$ cat config.mk
export PLATFORM = sky130hd
export DESIGN_NAME = ide_cfgwin
export DESIGN_NICKNAME = d
export VERILOG_FILES = /design/src/rtl/ide_cfgwin_pkg.sv /design/src/rtl/ide_cfgwin_seq.sv /design/src/rtl/ide_cfgwin_regs.sv /design/src/rtl/ide_cfgwin_rdmux.sv /design/src/rtl/ide_cfgwin.sv
export SDC_FILE = /design/constraint.sdc
export NUM_CORES = 1
export LEC_CHECK = 0
export BUFFER_PORTS_ARGS = -buffer_cell sky130_fd_sc_hd__buf_2
export CAP_MARGIN = 20
export CORE_MARGIN = 3
export CORE_UTILIZATION = 57
export DETAILED_ROUTE_END_ITERATION = 6
export GPL_ROUTABILITY_DRIVEN = 0
export PLACE_DENSITY_LB_ADDON = 0.15
export SLEW_MARGIN = 20
export SYNTH_ARGS = -nofsm -noshare
export SYNTH_HDL_FRONTEND = slang
export SYNTH_SLANG_ARGS = --single-unit
$ cat constraint.sdc
create_clock -name clk -period 1.8 [get_ports clk]
set_input_delay 0.36 -clock clk [delete_from_list [all_inputs] [get_ports clk]]
set_output_delay 0.36 -clock clk [all_outputs]
set_load 0.1 [all_outputs]
$ cat src/rtl/ide_cfgwin_pkg.sv
package ide_cfgwin_pkg;
    localparam int DW    = 8;
    localparam int OFF_W = 3;

    typedef enum logic [1:0] {
        SEQ_IDLE = 2'd0,
        SEQ_ONE  = 2'd1,
        SEQ_TWO  = 2'd2
    } seq_state_e;

    localparam logic [OFF_W-1:0] OFF_RDTIM = 3'd0;
    localparam logic [OFF_W-1:0] OFF_WRTIM = 3'd1;
    localparam logic [OFF_W-1:0] OFF_KEY   = 3'd2;
    localparam logic [OFF_W-1:0] OFF_CTRL  = 3'd3;
    localparam logic [OFF_W-1:0] OFF_STRAP = 3'd5;
    localparam logic [OFF_W-1:0] OFF_MISC  = 3'd6;
    localparam logic [OFF_W-1:0] OFF_PROBE = 3'd1;

    localparam logic [DW-1:0] KEY_OPEN   = 8'h03;
    localparam logic [DW-1:0] KEY_CLOSE  = 8'h83;
    localparam logic [DW-1:0] CMD_COMMIT = 8'h85;
endpackage

$ cat src/rtl/ide_cfgwin_seq.sv
module ide_cfgwin_seq
    import ide_cfgwin_pkg::*;
(
    input  logic             clk,
    input  logic             rst_n,
    input  logic             acc_valid,
    input  logic             acc_write,
    input  logic             acc_wide,
    input  logic [OFF_W-1:0] acc_off,
    input  logic [DW-1:0]    acc_wdata,
    output logic             open_o
);
    typedef struct packed {
        seq_state_e st;
        logic       open;
    } seq_s;

    seq_s s_d, s_q;
    logic probe_rd, open_key, close_key;

    always_comb begin
        probe_rd  = acc_valid && !acc_write && acc_wide && (acc_off == OFF_PROBE);
        open_key  = acc_valid && acc_write && !acc_wide && (acc_off == OFF_KEY)
                    && (acc_wdata == KEY_OPEN);
        close_key = acc_valid && acc_write && !acc_wide && (acc_off == OFF_KEY)
                    && (acc_wdata == KEY_CLOSE);
        s_d = s_q;
        if (s_q.open) begin
            s_d.st = SEQ_IDLE;
            if (close_key) s_d.open = 1'b0;
        end else if (acc_valid) begin
            if (probe_rd) begin
                s_d.st = (s_q.st == SEQ_IDLE) ? SEQ_ONE : SEQ_TWO;
            end else if ((s_q.st == SEQ_TWO) && open_key) begin
                s_d.st   = SEQ_IDLE;
                s_d.open = 1'b1;
            end else begin
                s_d.st = SEQ_IDLE;
            end
        end
    end

    always_ff @(posedge clk) begin
        if (!rst_n) begin
            s_q.st   <= SEQ_IDLE;
            s_q.open <= 1'b0;
        end else begin
            s_q <= s_d;
        end
    end

    assign open_o = s_q.open;
endmodule

$ cat src/rtl/ide_cfgwin_regs.sv
module ide_cfgwin_regs
    import ide_cfgwin_pkg::*;
#(
    parameter int NDEV      = 2,
    parameter int SETUP_W   = 4,
    parameter int SETUP_LSB = 4
) (
    input  logic                 clk,
    input  logic                 rst_n,
    input  logic                 wr_en,
    input  logic [OFF_W-1:0]     wr_off,
    input  logic [DW-1:0]        wr_data,
    output logic [NDEV*DW-1:0]   stage_rd_o,
    output logic [NDEV*DW-1:0]   stage_wr_o,
    output logic [DW-1:0]        misc_o,
    output logic [DW-1:0]        ctrl_o,
    output logic [NDEV*DW-1:0]   com_rd_o,
    output logic [NDEV*DW-1:0]   com_wr_o,
    output logic [SETUP_W-1:0]   setup_o
);
    localparam int SEL_W = (NDEV > 1) ? $clog2(NDEV) : 1;
    localparam logic [DW-1:0] TIM_SLOW = '1;
    localparam logic [DW-1:0] MISC_RST = DW'({SETUP_W{1'b1}}) << SETUP_LSB;

    typedef struct packed {
        logic [NDEV-1:0][DW-1:0] stage_rd;
        logic [NDEV-1:0][DW-1:0] stage_wr;
        logic [NDEV-1:0][DW-1:0] com_rd;
        logic [NDEV-1:0][DW-1:0] com_wr;
        logic [DW-1:0]           misc;
        logic [DW-1:0]           ctrl;
        logic [SETUP_W-1:0]      setup;
    } reg_s;

    reg_s r_d, r_q;
    logic [SEL_W-1:0] dsel;
    logic             commit;

    always_comb begin
        dsel   = r_q.misc[SEL_W-1:0];
        commit = wr_en && (wr_off == OFF_CTRL) && (wr_data == CMD_COMMIT);
        r_d    = r_q;
        if (wr_en) begin
            case (wr_off)
                OFF_RDTIM: r_d.stage_rd[dsel] = wr_data;
                OFF_WRTIM: r_d.stage_wr[dsel] = wr_data;
                OFF_CTRL:  r_d.ctrl = wr_data;
                OFF_MISC:  r_d.misc = wr_data;
                default:   ;
            endcase
        end
        if (commit) begin
            for (int n = 0; n < NDEV; n++) begin
                r_d.com_rd[n] = r_q.stage_rd[n];
                r_d.com_wr[n] = r_q.stage_wr[n];
            end
            r_d.setup = r_q.misc[SETUP_LSB +: SETUP_W];
        end
    end

    always_ff @(posedge clk) begin
        if (!rst_n) begin
            for (int n = 0; n < NDEV; n++) begin
                r_q.stage_rd[n] <= TIM_SLOW;
                r_q.stage_wr[n] <= TIM_SLOW;
                r_q.com_rd[n]   <= TIM_SLOW;
                r_q.com_wr[n]   <= TIM_SLOW;
            end
            r_q.misc  <= MISC_RST;
            r_q.ctrl  <= '0;
            r_q.setup <= '1;
        end else begin
            r_q <= r_d;
        end
    end

    for (genvar g = 0; g < NDEV; g++) begin : g_dev
        assign stage_rd_o[g*DW +: DW] = r_q.stage_rd[g];
        assign stage_wr_o[g*DW +: DW] = r_q.stage_wr[g];
        assign com_rd_o[g*DW +: DW]   = r_q.com_rd[g];
        assign com_wr_o[g*DW +: DW]   = r_q.com_wr[g];
    end

    assign misc_o  = r_q.misc;
    assign ctrl_o  = r_q.ctrl;
    assign setup_o = r_q.setup;
endmodule

$ cat src/rtl/ide_cfgwin_rdmux.sv
module ide_cfgwin_rdmux
    import ide_cfgwin_pkg::*;
#(
    parameter int NDEV = 2
) (
    input  logic               rd_en,
    input  logic [OFF_W-1:0]   rd_off,
    input  logic [NDEV*DW-1:0] stage_rd,
    input  logic [NDEV*DW-1:0] stage_wr,
    input  logic [DW-1:0]      misc,
    input  logic [DW-1:0]      ctrl,
    input  logic               strap,
    output logic [DW-1:0]      rdata
);
    localparam int SEL_W = (NDEV > 1) ? $clog2(NDEV) : 1;
    logic [SEL_W-1:0] dsel;

    always_comb begin
        dsel  = misc[SEL_W-1:0];
        rdata = '0;
        if (rd_en) begin
            case (rd_off)
                OFF_RDTIM: rdata = stage_rd[dsel*DW +: DW];
                OFF_WRTIM: rdata = stage_wr[dsel*DW +: DW];
                OFF_CTRL:  rdata = ctrl;
                OFF_STRAP: rdata = {{(DW-1){1'b0}}, strap};
                OFF_MISC:  rdata = misc;
                default:   rdata = '0;
            endcase
        end
    end
endmodule

$ cat src/rtl/ide_cfgwin.sv
module ide_cfgwin
    import ide_cfgwin_pkg::*;
#(
    parameter int NDEV      = 2,
    parameter int SETUP_W   = 4,
    parameter int SETUP_LSB = 4
) (
    input  logic                 clk,
    input  logic                 rst_n,
    input  logic                 bus_valid,
    input  logic                 bus_write,
    input  logic                 bus_wide,
    input  logic [OFF_W-1:0]     bus_off,
    input  logic [DW-1:0]        bus_wdata,
    input  logic                 strap_clk25,
    output logic                 tf_route,
    output logic [DW-1:0]        cfg_rdata,
    output logic                 win_open,
    output logic [NDEV*DW-1:0]   tim_rd_o,
    output logic [NDEV*DW-1:0]   tim_wr_o,
    output logic [SETUP_W-1:0]   setup_o
);
    logic [NDEV*DW-1:0] stage_rd, stage_wr;
    logic [DW-1:0]      misc, ctrl;
    logic               open;

    ide_cfgwin_seq u_seq (
        .clk       (clk),
        .rst_n     (rst_n),
        .acc_valid (bus_valid),
        .acc_write (bus_write),
        .acc_wide  (bus_wide),
        .acc_off   (bus_off),
        .acc_wdata (bus_wdata),
        .open_o    (open)
    );

    ide_cfgwin_regs #(
        .NDEV      (NDEV),
        .SETUP_W   (SETUP_W),
        .SETUP_LSB (SETUP_LSB)
    ) u_regs (
        .clk        (clk),
        .rst_n      (rst_n),
        .wr_en      (bus_valid && bus_write && open),
        .wr_off     (bus_off),
        .wr_data    (bus_wdata),
        .stage_rd_o (stage_rd),
        .stage_wr_o (stage_wr),
        .misc_o     (misc),
        .ctrl_o     (ctrl),
        .com_rd_o   (tim_rd_o),
        .com_wr_o   (tim_wr_o),
        .setup_o    (setup_o)
    );

    ide_cfgwin_rdmux #(.NDEV(NDEV)) u_rdmux (
        .rd_en    (bus_valid && !bus_write && open),
        .rd_off   (bus_off),
        .stage_rd (stage_rd),
        .stage_wr (stage_wr),
        .misc     (misc),
        .ctrl     (ctrl),
        .strap    (strap_clk25),
        .rdata    (cfg_rdata)
    );

    assign tf_route = bus_valid && !open;
    assign win_open = open;
endmodule

==> results.cfg <==
[cts]
ctsHtreeMaxLevel = 3
clk_pin_slew_ns = 0.09
cts.path.max_buffers = 2
cts_made_buffers = 9
cts_tree = yes
hold_buffers = 0
numClockSinks = 87
cts_root_buf = clkbuf_8
clock_latency_ns = 0.36

[yosys]
yosysTopAreaCellShare_pct = 42.35
seq_area_frac_synth_pct = 42.35
ys_ff_latch = 87
syn_area_um2 = 4113
synth_most_common_cell = dfxtp_1
synth_edf_count = 0
ys.flop_type = dfxtp_1
synthesis.nets = 424
avgSynthCellArea_um2 = 10.10
yosysTopAreaCell = dfxtp_1
netlist_top_cells_area = dfxtp_1 (42%), mux2i_1 (17%), nor2b_1 (13%), mux4_2 (4.4%), and3b_1 (3.0%)
asyncSetResetFlopFracSynth_pct = 0
synth_common_cells = dfxtp_1 (87), nor2b_1 (84), mux2i_1 (68)
ys_types = 35
yosysWarnings = 0
postSynthCellCount = 407

[die]
dieHeight_um = 90.94
num_rows = 30
fp.dieW_um = 90.94
initial_core_util_pct = 59.55
ioPinCount = 63
core_um2 = 6907
die-area_um2 = 8270

[global_routing]
grt-ovfl-total = 0
grt.total_usage_pct = 25.62
antenna_found_initial = 0
grt_pass1_wl_um = 16680
grt_pass1_vias = 3225
grt_max_degree = 50

[job]
maxCapViolCount = 0

[setup_path]
slowest_delay_ns = 0.51
cp_slowest_cell = mux4_2
path_class = flop to primary output
startpoint_type = flop
ff2ff_path_depth = 4
worstReg2RegEnd = u_regs.stage_wr_o[3]
crit_arrival_ns = 1.74
worst-path-buf-inv = 2
end_kind = primary output
path_delay_family = multiplexers
r2r_setup_slack_ns = 0.22
reg2reg_from = u_regs.misc_o[0]
cp_data_required_time_ns = 1.44
crit_chain = buf_6 -> mux4_2 -> nand2_2 -> a31oi_4 -> buf_12
critPathMaxFanout = 5

[layout]
n_antenna_cell = 0
drive_above_1_share_pct = 28.63
regArea_um2 = 1747
multi_input_area_um2 = 2326
fillCellCount = 523
final_cells = 578
nNetsFinal = 494
syn_to_final_growth_pct = 24.43

[power]
p_leak_nw = 2.114
power_density_nw_per_um2 = 706.5
ir_worst_vdd_uv = 534.4

[timing]
setup_viol = 8
finalHoldViolations = 0
worst_slew_pin_slew_ns = 0.5398
clock.fmax_mhz = 476.0
relSlewSlack_pct = 64.02
finalWorstSetupSlack_ns = -0.3007
fin_crit_ns = 2.101
slew_viol_final = 0
finClkSkew_ns = 0.009362
holdWs_ns = 0.3292
grt_setup_unrepaired = true
finalCritPeriodShare_pct = 116.7

[route]
drc = 0
drt-initial-drc-count = 216
final_antenna_net_count = 0
wl_met1_um = 4700
via_per_inst = 5.706
vias = 3298
avgRoutedWirePerCell_um = 17.98
top_layer_used = met4
met2_length_um = 5021
totalWireLength_um = 10390
drt_first_pass_iters = 5
dr_wl_met3_um = 517

[min_path]
worstHoldStart = bus_wdata[1]
min_to = u_regs.ctrl_o[1]
hp-class = input port to flop
holdPathStages = 3

[place]
dpl.hpwl_um = 7211
place.port_buffers = 62
post-place-cells = 560

[status]
run_status = complete, but fails checks
violations = negative setup slack
## worst max path at each step
stage | from | end | slack, ns | depth (start not counted)
6_report | u_regs.misc_o[0] | cfg_rdata[0] | -0.30 | 5
5_1_grt | u_regs.misc_o[0] | cfg_rdata[0] | -0.36 | 5
4_1_cts | u_regs.misc_o[0] | cfg_rdata[4] | -0.30 | 5
3_5_place_dp | bus_off[0] | cfg_rdata[3] | -0.20 | 5
3_3_place_gp | bus_off[0] | cfg_rdata[3] | -0.15 | 5
2_1_floorplan | u_seq.open_o | cfg_rdata[0] | -0.56 | 3
## cell usage in the layout, fill, tap and decap left out, types with 7 or more instances in the layout
cell	netlist	routed
nand2_1	15	7
a21oi_4	0	7
and3b_1	14	14
o21ai_0	23	23
buf_4	5	23
buf_12	0	12
nor2b_1	84	84
mux2i_1	68	68
clkbuf_8	0	10
mux4_2	8	8
a21boi_0	12	12
nand3_1	20	20
nand2_2	0	8
buf_2	7	53
dfxtp_1	87	85
## per-layer routing
layer	vias to the layer above	track usage, %
met1	1612	33.72
met3	15	5.302
met2	97	42.06
li1	1574	-
met4	0	8.417
met5	-	0
## what timing repair did
action / in CTS / in global routing
gates cloned: 0 / 0
pin swaps: 6 / 2
setup endpoints to repair: 8 / 8
gates resized for setup: 9 / 3
buffers inserted: 2 / 0
## worst register-to-register path: stages (launching register included)
cell and delay, ns:
dfxtp_2 0.35, buf_6 0.13, buf_4 0.14, or4_4 0.65, mux2i_1 0.24
## logic make-up after synthesis
| family | synth area share (%) |
|---|---|
| flops | 42.35 |
| mux | 20.93 |
| compound gates | 6.845 |
| buf+inv | 3.864 |
| simple gates | 26.01 |
## metrics by stage
step / TNS [ns] / cell area [um^2] / util, % / power (mW) / setup WS [ns]
after global placement: -4.592 / 4857 / 70.33 / 2.192 / -0.1489
after floorplan: -4.495 / 4217 / - / 2.103 / -0.5564
after global routing: -2.641 / 5117 / 74.09 / 3.729 / -0.3570
final: -2.256 / 5117 / 74.09 / 3.615 / -0.3007
after detailed placement: -5.551 / 4857 / 70.33 / 2.196 / -0.2034
after CTS: -2.303 / 5109 / 73.97 / 3.624 / -0.2992
## power by group
| part | switching [mW] | internal [mW] |
|---|---|---|
| clock network | 0.757 | 0.699 |
| registers | 0.000154 | 1.92 |
| logic | 0.140 | 0.0980 |
| total | 0.897 | 2.72 |
## state kept, by name, indices dropped and copies added (netlist names)
register           cells
u_regs.com_rd_o       16
u_regs.com_wr_o       16
u_regs.ctrl_o          8
u_regs.misc_o          8
u_regs.setup_o         4
u_regs.stage_rd_o     16
u_regs.stage_wr_o     16
u_seq.open_o           1
u_seq.s_q              2
## area by class of cell
type / instances / share of cell area, %
multi-input cells: 287 / 45.45
flip-flops and latches: 87 / 34.13
repair buffers: 90 / 13.77
clock buffers: 10 / 2.689
well taps: 96 / 2.347
clock inverters: 6 / 1.467
inverters: 2 / 0.1467
Power figures use the tool's default switching activity.
